### src/rtl/irq_entry_seq.sv
module irq_entry_seq #(
  parameter int CNT_W     = 64,
  parameter int NMI_COST  = 19,
  parameter int FIRQ_COST = 10,
  parameter int IRQ_COST  = 19,
  parameter int VEC_COST  = 2
) (
  input  logic             clk,
  input  logic             rst_n,
  input  logic             nmi_req,
  input  logic             firq_req,
  input  logic             irq_req,
  input  logic             cc_wr,
  input  logic             cc_imask_in,
  input  logic             cc_fmask_in,
  input  logic             step,
  input  logic             sync_exec,
  input  logic             halt,
  input  logic             bus_req,
  input  logic             cnt_rd,
  output logic             imask,
  output logic             fmask,
  output logic             wait_flag,
  output logic             bus_avail,
  output logic             bus_state,
  output logic             evt_valid,
  output logic [1:0]       evt_act,
  output logic [1:0]       evt_src,
  output logic [4:0]       evt_cycles,
  output logic [CNT_W-1:0] total_cycles,
  output logic [CNT_W-1:0] delta_cycles
);
  localparam logic [1:0] PH_RUN = 2'd0, PH_PUSH = 2'd1, PH_VEC = 2'd2;
  localparam logic [4:0] C_NMI = 5'(NMI_COST - 4);
  localparam logic [4:0] C_FIRQ = 5'(FIRQ_COST - 4);
  localparam logic [4:0] C_IRQ = 5'(IRQ_COST - 4);
  localparam logic [4:0] C_VEC = 5'(VEC_COST);

  logic [1:0] ph [3];
  logic [1:0] eff [3];
  logic [2:0] req, masked, elig;
  logic       halt_q, breq_q, take;
  logic [1:0] win, nact;
  logic [4:0] ncyc;
  logic [CNT_W-1:0] snap;

  assign req    = {irq_req, firq_req, nmi_req};
  assign masked = {imask, fmask, 1'b0};
  assign take   = step && !halt && !halt_q && !bus_req && !breq_q;

  for (genvar s = 0; s < 3; s++) begin : g_src
    assign eff[s]  = (ph[s] == 2'd3) ? PH_RUN : ph[s];
    assign elig[s] = req[s] && !(eff[s] == PH_RUN && masked[s]);
  end

  assign win = elig[0] ? 2'd1 : elig[1] ? 2'd2 : elig[2] ? 2'd3 : 2'd0;

  always_comb begin
    nact = 2'd0;
    ncyc = 5'd0;
    if (win != 2'd0) begin
      case (eff[win - 2'd1])
        PH_RUN:  begin
          nact = 2'd1;
          ncyc = (win == 2'd1) ? C_NMI : (win == 2'd2) ? C_FIRQ : C_IRQ;
        end
        PH_PUSH: begin nact = 2'd2; ncyc = C_VEC; end
        default: begin nact = 2'd3; ncyc = C_VEC; end
      endcase
    end
  end

  assign delta_cycles = total_cycles - snap;

  always_ff @(posedge clk or negedge rst_n) begin
    if (!rst_n) begin
      for (int s = 0; s < 3; s++) ph[s] <= PH_RUN;
      {imask, fmask} <= 2'b11;
      {wait_flag, bus_avail, bus_state, halt_q, breq_q} <= '0;
      {evt_valid, evt_act, evt_src, evt_cycles} <= '0;
      total_cycles <= '0;
      snap <= '0;
    end else begin
      halt_q <= halt;
      breq_q <= bus_req;
      if (cc_wr) {imask, fmask} <= {cc_imask_in, cc_fmask_in};
      if (cnt_rd) snap <= total_cycles;
      evt_valid  <= take;
      evt_act    <= take ? nact : 2'd0;
      evt_src    <= take ? win : 2'd0;
      evt_cycles <= take ? ncyc : 5'd0;
      if (take) total_cycles <= total_cycles + CNT_W'(ncyc);
      if (halt) begin
        bus_avail <= 1'b1;
        bus_state <= 1'b1;
      end else if (halt_q) begin
        bus_avail <= 1'b0;
        bus_state <= 1'b0;
      end else if (bus_req) begin
        bus_avail <= 1'b1;
        bus_state <= 1'b1;
      end else if (breq_q) begin
        bus_avail <= wait_flag;
        bus_state <= 1'b0;
      end else begin
        if (sync_exec) begin
          wait_flag <= 1'b1;
          bus_avail <= 1'b1;
          bus_state <= 1'b0;
        end
        if (take) begin
          if (!req[0] && (req[1] || req[2])) wait_flag <= 1'b0;
          if (win != 2'd0) begin
            case (nact)
              2'd1: begin
                bus_state <= 1'b0;
                ph[win - 2'd1] <= PH_PUSH;
              end
              2'd2: begin
                bus_state <= 1'b1;
                ph[win - 2'd1] <= PH_VEC;
              end
              default: begin
                bus_avail <= 1'b0;
                bus_state <= 1'b0;
                ph[win - 2'd1] <= PH_RUN;
                if (win == 2'd1) wait_flag <= 1'b0;
              end
            endcase
          end
        end
      end
    end
  end
endmodule


### config.mk
export PLATFORM = sky130hd
export DESIGN_NAME = irq_entry_seq
export DESIGN_NICKNAME = d
export VERILOG_FILES = /design/src/rtl/irq_entry_seq.sv
export SDC_FILE = /design/constraint.sdc
export NUM_CORES = 1
export LEC_CHECK = 0
export ABC_AREA = 1
export BUFFER_PORTS_ARGS = -buffer_cell sky130_fd_sc_hd__buf_2
export CORE_MARGIN = 3
export CORE_UTILIZATION = 38
export DETAILED_ROUTE_END_ITERATION = 10
export MAX_ROUTING_LAYER = met4
export PLACE_DENSITY = 0.64
export SYNTH_ARGS = -nofsm -noshare
export SYNTH_HDL_FRONTEND = slang
export SYNTH_SLANG_ARGS = --single-unit
export TNS_END_PERCENT = 50
### constraint.sdc
create_clock -name clk -period 4.7 [get_ports clk]
set_input_delay 0 -clock clk [delete_from_list [all_inputs] [get_ports clk]]
set_output_delay 0 -clock clk [all_outputs]
set_load 0.01 [all_outputs]
==> flow_metrics.tcl, run 1 <==
set metrics [dict create \
    syn_area_um2 11800 \
    grt_max_degree 128 \
    worstMarginPinSlew_ns 1.04 \
    post-route-drc-count 0 \
    drt_iter0_markers 865 \
    fin_setup_tns_ns 0 \
    met3_usage 0.0230 \
    arrival_ns 4.26 \
    syn-instance-count 1671 \
    cts_tree "done" \
    grtUsageMet1 0.334 \
    synth_top_area_share 0.313 \
    clkTransAtPathRegs_ns 0.07 \
    cts.path.max_buffers 2 \
    yosys_warnings 0 \
    maxSlewHeadroom 0.305 \
    finalNetCount 1927 \
    grt_overflow 0 \
    ctsResizeCount 0 \
    switchingPower_uw 2100 \
    cts_root_buf "clkbuf_16" \
    wl_per_cell_um 17.6 \
    fillers 3181 \
    pwr-share-clk 0.263 \
    drtPass1Iterations 5 \
    initial_core_util 0.391 \
    yosys-top-cells-count "inv_1 (318), nand2_1 (318), nor2_1 (166)" \
    fin_crit_sh 0.841 \
    numCtsBuffers 17 \
    p_sw_frac 0.415 \
    path_class "register to register" \
    grtUsageMet2 0.383 \
    path_max_fanout 6 \
    rows 63 \
    r2r_cells 27 \
    cts_setup_buffers 0 \
    p_int_uw 2960 \
    fin_cells 2239 \
    antenna_found_initial 0 \
    synth_area_per_cell_um2 7.04 \
    grt-busiest-layer "met2" \
    ys_types 53 \
    drt_wl_total_um 39300 \
    leakagePower_uw 0.00712 \
    die-area_um2 33100 \
    gp_congestion 0.979 \
    start_kind "register" \
    slew_violations 0 \
    dp.cells 2198 \
    num_vias 11645 \
    die_y_um 182 \
    period_minus_slack_ns 3.95 \
    core_um2 30100 \
    cellPowerDensity_nw_per_um2 371 \
    ys_ff_latch 149 \
    clk_latency_ns 0.44 \
    min_path_cells 4 \
    hold_path_class "primary input to register" \
    ir_drop_mv 0.234 \
    grt_pass1_vias 11472 \
    async_flop_share 1.00 \
    dpl.hpwl_um 32200 \
    synth.largest_area_cell "dfrtp_1" \
    yosysSeqAreaShare 0.317 \
    endpoint_kind "register" \
    synth_area_leaders "dfrtp_1 (31%), inv_1 (10%), nand2_1 (10%)" \
    finalClockSkew_ns 0.0126 \
    synth_nets 1761 \
    die_w_um 182 \
    setup_viol 0 \
    synth_edf_count 0 \
    timing.fmax_ghz 0.253 \
    vias_per_cell 5.20 \
    hold_violations 0 \
    grt_setup_unrepaired "no" \
    grt_pass1_wl_um 62600 \
    n_antenna_cell 0 \
    pin_count 156 \
    required_ns 5.01 \
    seqPwrFrac 0.292 \
    drv_cap 0 \
    portBuffers 154 \
    holdWs_ns 0.0152 \
    grt_usage 0.245 \
    combPwrFrac 0.445 \
    cts_sinks 149 \
    htree_levels 4 \
    drive_gt1_frac 0.131 \
    area_delta_synth_final_pct 16.0 \
    ant_nets 0 \
    status "completed" \
    yosys_most_used_dff "dfrtp_1" \
]
[what timing repair did]
| item | 4_1_cts | 5_1_grt |
|---|---|---|
| hold endpoints to repair | 112 | 0 |
| hold buffers | 10 | 0 |
| endpoints found under the setup margin | 0 | 0 |
[per-stage QoR]
stage          worst slack, ns  utilization  total power, uW  instance area [um^2]
2_1_floorplan             1.13            -             3010                 11800
3_3_place_gp             0.861        0.431             3730                 13000
3_5_place_dp             0.750        0.431             3750                 13000
4_1_cts                  0.720        0.453             5100                 13600
5_1_grt                  0.292        0.453             5430                 13600
6_report                 0.749        0.453             5070                 13600
[per-layer routing]
metal  up-vias  routed length, um
met5         -                  0
met4         0               1280
met3        79               1670
met2       332              17700
met1      5495              18700
li1       5739                  -
[registers in the layout, indices dropped and copies added, names as in the netlist, named ones only]
register      flops
evt_valid         1
bus_state         1
evt_cycles        3
wait_flag         1
snap             64
fmask             1
ph                5
total_cycles     64
breq_q            1
halt_q            1
evt_act           2
bus_avail         1
evt_src           2
imask             1
[area by class of cell]
type,instances,area (um^2),area share
multi-input cells,1174,6720,0.492
repair buffers,168,910,0.0667
clock buffers,17,425,0.0312
well taps,390,488,0.0358
inverters,327,1230,0.0901
clock inverters,14,141,0.0104
flip-flops and latches,149,3730,0.273
[cells in the final DEF, fill, tap and decap left out, types with 11 or more instances in the layout]
| cell | n |
|---|---|
| xor2_1 | 71 |
| a31oi_1 | 29 |
| buf_2 | 152 |
| nor3_1 | 48 |
| nand3_1 | 45 |
| xnor2_1 | 35 |
| dfrtp_1 | 147 |
| nor4_1 | 28 |
| nand2_2 | 11 |
| ha_1 | 75 |
| clkbuf_16 | 17 |
| inv_1 | 318 |
| nand4_1 | 30 |
| o21ai_0 | 114 |
| a21oi_1 | 117 |
| nor2_1 | 166 |
| nand2_1 | 318 |
[power groups by stage]
stage                     Combinational [uW]  Clock (uW)  Sequential, uW
after floorplan                         1520           0            1480
after global placement                  2230           0            1500
after detailed placement                2250           0            1500
after CTS                               2270        1350            1480
after global routing                    2530        1410            1490
final                                   2250        1330            1480
[worst paths after layout]
| kind | from | to | slack, ns |
|---|---|---|---|
| max | ph[0] | total_cycles[24] | 0.75 |
| min | irq_req | wait_flag | 0.02 |
| max reg2reg | ph[0] | total_cycles[24] | 0.75 |
| min reg2reg | snap[4] | snap[4] | 0.53 |
| max in group asynchronous | rst_n | total_cycles[58] | 3.18 |
| min in group asynchronous | rst_n | total_cycles[59] | 0.28 |
[cells by family after synthesis]
family,share of synthesized area
compound gates,0.142
xor+xnor,0.0789
fa+ha+maj,0.0832
buf+inv,0.112
flops,0.317
mux,0.00287
other cells,0.000319
simple gates,0.263
[worst max-delay path, cell delays in order (launching register included)]
cell     delay (ns)
dfrtp_1        0.35
inv_1          0.06
ha_1           0.33
a21oi_4        0.16
inv_1          0.06
nand2_1        0.05
inv_1          0.04
nor2_1         0.17
inv_1          0.11
ha_1           0.35
nor2_1         0.15
nand2_2        0.07
nand2_2        0.07
inv_2          0.03
nand2_1        0.05
nand4_1        0.12
nor2_1         0.15
inv_1          0.07
fa_1           0.40
inv_1          0.07
a21oi_1        0.06
nand2_2        0.09
nand2_4        0.11
nor2_8         0.14
nand2_4        0.13
nor3_4         0.21
nand2_1        0.09
xor2_1         0.15
Note: power is estimated with default switching activity, not from simulation.
==> run 2, diff against run 1 <==
--- a/config.mk
+++ b/config.mk
@@ -11,7 +11,7 @@
 export CORE_UTILIZATION = 38
 export DETAILED_ROUTE_END_ITERATION = 10
 export MAX_ROUTING_LAYER = met4
-export PLACE_DENSITY = 0.64
+export PLACE_DENSITY = 0.67
 export SYNTH_ARGS = -nofsm -noshare
 export SYNTH_HDL_FRONTEND = slang
 export SYNTH_SLANG_ARGS = --single-unit
==> constraint.sdc (replaced) <==
create_clock -name clk -period 3.6 [get_ports clk]
set_input_delay 0 -clock clk [delete_from_list [all_inputs] [get_ports clk]]
set_output_delay 0 -clock clk [all_outputs]
set_load 0.01 [all_outputs]
==> flow_metrics.tcl, run 2 (same netlist as run 1, synthesis figures left out) <==
set metrics [dict create \
    status "completed" \
    hold_end "wait_flag" \
    start_kind "register" \
    grt_max_degree 91 \
    fin_cells 2299 \
    die_w_um 182 \
    finalInstanceArea_um2 14400 \
    n_antenna_cell 0 \
    area_delta_synth_final_pct 22.0 \
    drt_iter0_markers 834 \
    antenna_found_initial 0 \
    r2r_setup_slack_ns 0.04 \
    hold_path_class "primary input to register" \
    seqPwrFrac 0.265 \
    combPwrFrac 0.469 \
    setup_viol 0 \
    largestRegisters "snap x64, total_cycles x64, ph x5" \
    p_sw_frac 0.401 \
    arrival_ns 3.86 \
    clk_latency_ns 0.43 \
    dpl.hpwl_um 34000 \
    maxSlewHeadroom 0.427 \
    seqCellArea_um2 3730 \
    numCtsBuffers 17 \
    num_vias 12066 \
    fin_setup_tns_ns 0 \
    pin_count 156 \
    grt_overflow 0 \
    period_minus_slack_ns 3.56 \
    dp.cells 2246 \
    hold_path_startpoint "firq_req" \
    finalNetCount 1986 \
    switchingPower_uw 2880 \
    cts_tree "done" \
    die_y_um 182 \
    wl_per_cell_um 18.1 \
    leakagePower_uw 0.00749 \
    endpoint_kind "register" \
    cts.path.max_buffers 2 \
    fin_crit_sh 0.989 \
    r2r_end "total_cycles[44]" \
    rows 63 \
    timing.fmax_ghz 0.281 \
    grt_setup_unrepaired "yes" \
    gp_congestion 1.02 \
    path_max_fanout 6 \
    drtPass1Iterations 5 \
    vias_per_cell 5.25 \
    post-route-drc-count 0 \
    place_area_um2 13300 \
    core_um2 30100 \
    die-area_um2 33100 \
    cellPowerDensity_nw_per_um2 502 \
    grt_pass1_wl_um 65100 \
    final_cell_mix "nand2_1 (313), inv_1 (312), nor2_1 (158), buf_2 (152), dfrtp_1 (146)" \
    finalClockSkew_ns 0.00734 \
    grt_usage 0.256 \
    ir_drop_mv 0.345 \
    required_ns 3.90 \
    drt_wl_total_um 41700 \
    initial_core_util 0.391 \
    drive_gt1_frac 0.177 \
    htree_levels 4 \
    startpoint "ph[2]" \
    worstMarginPinSlew_ns 0.859 \
    min_path_cells 4 \
    reg2reg_from "ph[2]" \
    final_common_cell "nand2_1" \
    r2r_cells 27 \
    fillers 3100 \
    multiInputGateArea_um2 6890 \
    pwr-share-clk 0.266 \
    grt_pass1_vias 11989 \
    clkTransAtPathRegs_ns 0.06 \
    hold_violations 0 \
    cts_sinks 149 \
    ant_nets 0 \
    slew_violations 0 \
    drv_cap 0 \
    path_class "register to register" \
    holdWs_ns 0.0298 \
    cts_root_buf "clkbuf_16" \
    portBuffers 154 \
    p_int_uw 4320 \
]
==> run 2: routing by layer <==
layer,vias to the layer above,wire length (um),track usage
met4,0,1400,0.0923
met3,81,2060,0.0292
met1,5726,19100,0.338
met2,406,19100,0.408
met5,-,0,-
li1,5853,-,-
==> run 2: cell type report <==
| class | count | area share |
|---|---|---|
| tap | 390 | 0.0340 |
| clock buffer | 21 | 0.0328 |
| timing repair buffer | 227 | 0.0952 |
| inverter | 327 | 0.0865 |
| sequential | 149 | 0.260 |
| clock inverter | 11 | 0.0112 |
| multi-input combinational | 1174 | 0.480 |
==> run 2: metrics by stage <==
stage | util | power, uW | setup WS [ns]
finish | 0.477 | 7200 | 0.0401
global route | 0.477 | 7680 | -0.266
CTS | 0.471 | 7100 | 0.00767
detailed placement | 0.443 | 5060 | -0.142
global placement | 0.443 | 5030 | -0.0199
floorplan | - | 3930 | 0.0279
==> run 2: what timing repair did <==
action | in CTS | in global routing
endpoints found under the hold margin | 94 | 0
endpoints found under the setup margin | 31 | 65
buffers inserted | 8 | 7
cloned | 0 | 0
pin swaps | 6 | 27
gates resized for setup | 11 | 42
hold buffers | 9 | 0
==> run 2: power by group through the flow <==
stage	Clock [uW]	Sequential, uW	Combinational (uW)
CTS	1950	1900	3240
global placement	0	1930	3100
global route	2020	1920	3740
floorplan	0	1940	1990
detailed placement	0	1930	3130
finish	1920	1910	3380
==> run 2: worst max path at each step <==
stage / end / slack, ns / cells after the start
floorplan: total_cycles[24] / 0.03 / 27
global placement: total_cycles[24] / -0.02 / 27
detailed placement: total_cycles[24] / -0.14 / 27
CTS: delta_cycles[42] / 0.008 / 18
global route: total_cycles[32] / -0.27 / 28
finish: total_cycles[44] / 0.04 / 27
==> run 2: worst max-delay path, stage by stage (launching register included) <==
cell and delay (ns):
dfrtp_1 0.38, inv_2 0.05, ha_1 0.27, nand2_1 0.07, nand2_2 0.08, nand2_1 0.07
inv_1 0.04, nor2_2 0.13, inv_2 0.07, ha_4 0.26, nor2_4 0.10, nand2_2 0.05
nand2_2 0.07, inv_2 0.03, nand2_1 0.04, nand4_1 0.12, nor2_2 0.15, inv_2 0.06
fa_2 0.38, inv_2 0.07, a21oi_2 0.05, nand2_2 0.07, nand2_4 0.09, nor2_8 0.14
nand2_8 0.11, nor2_4 0.18, nand3_2 0.10, xor2_1 0.19
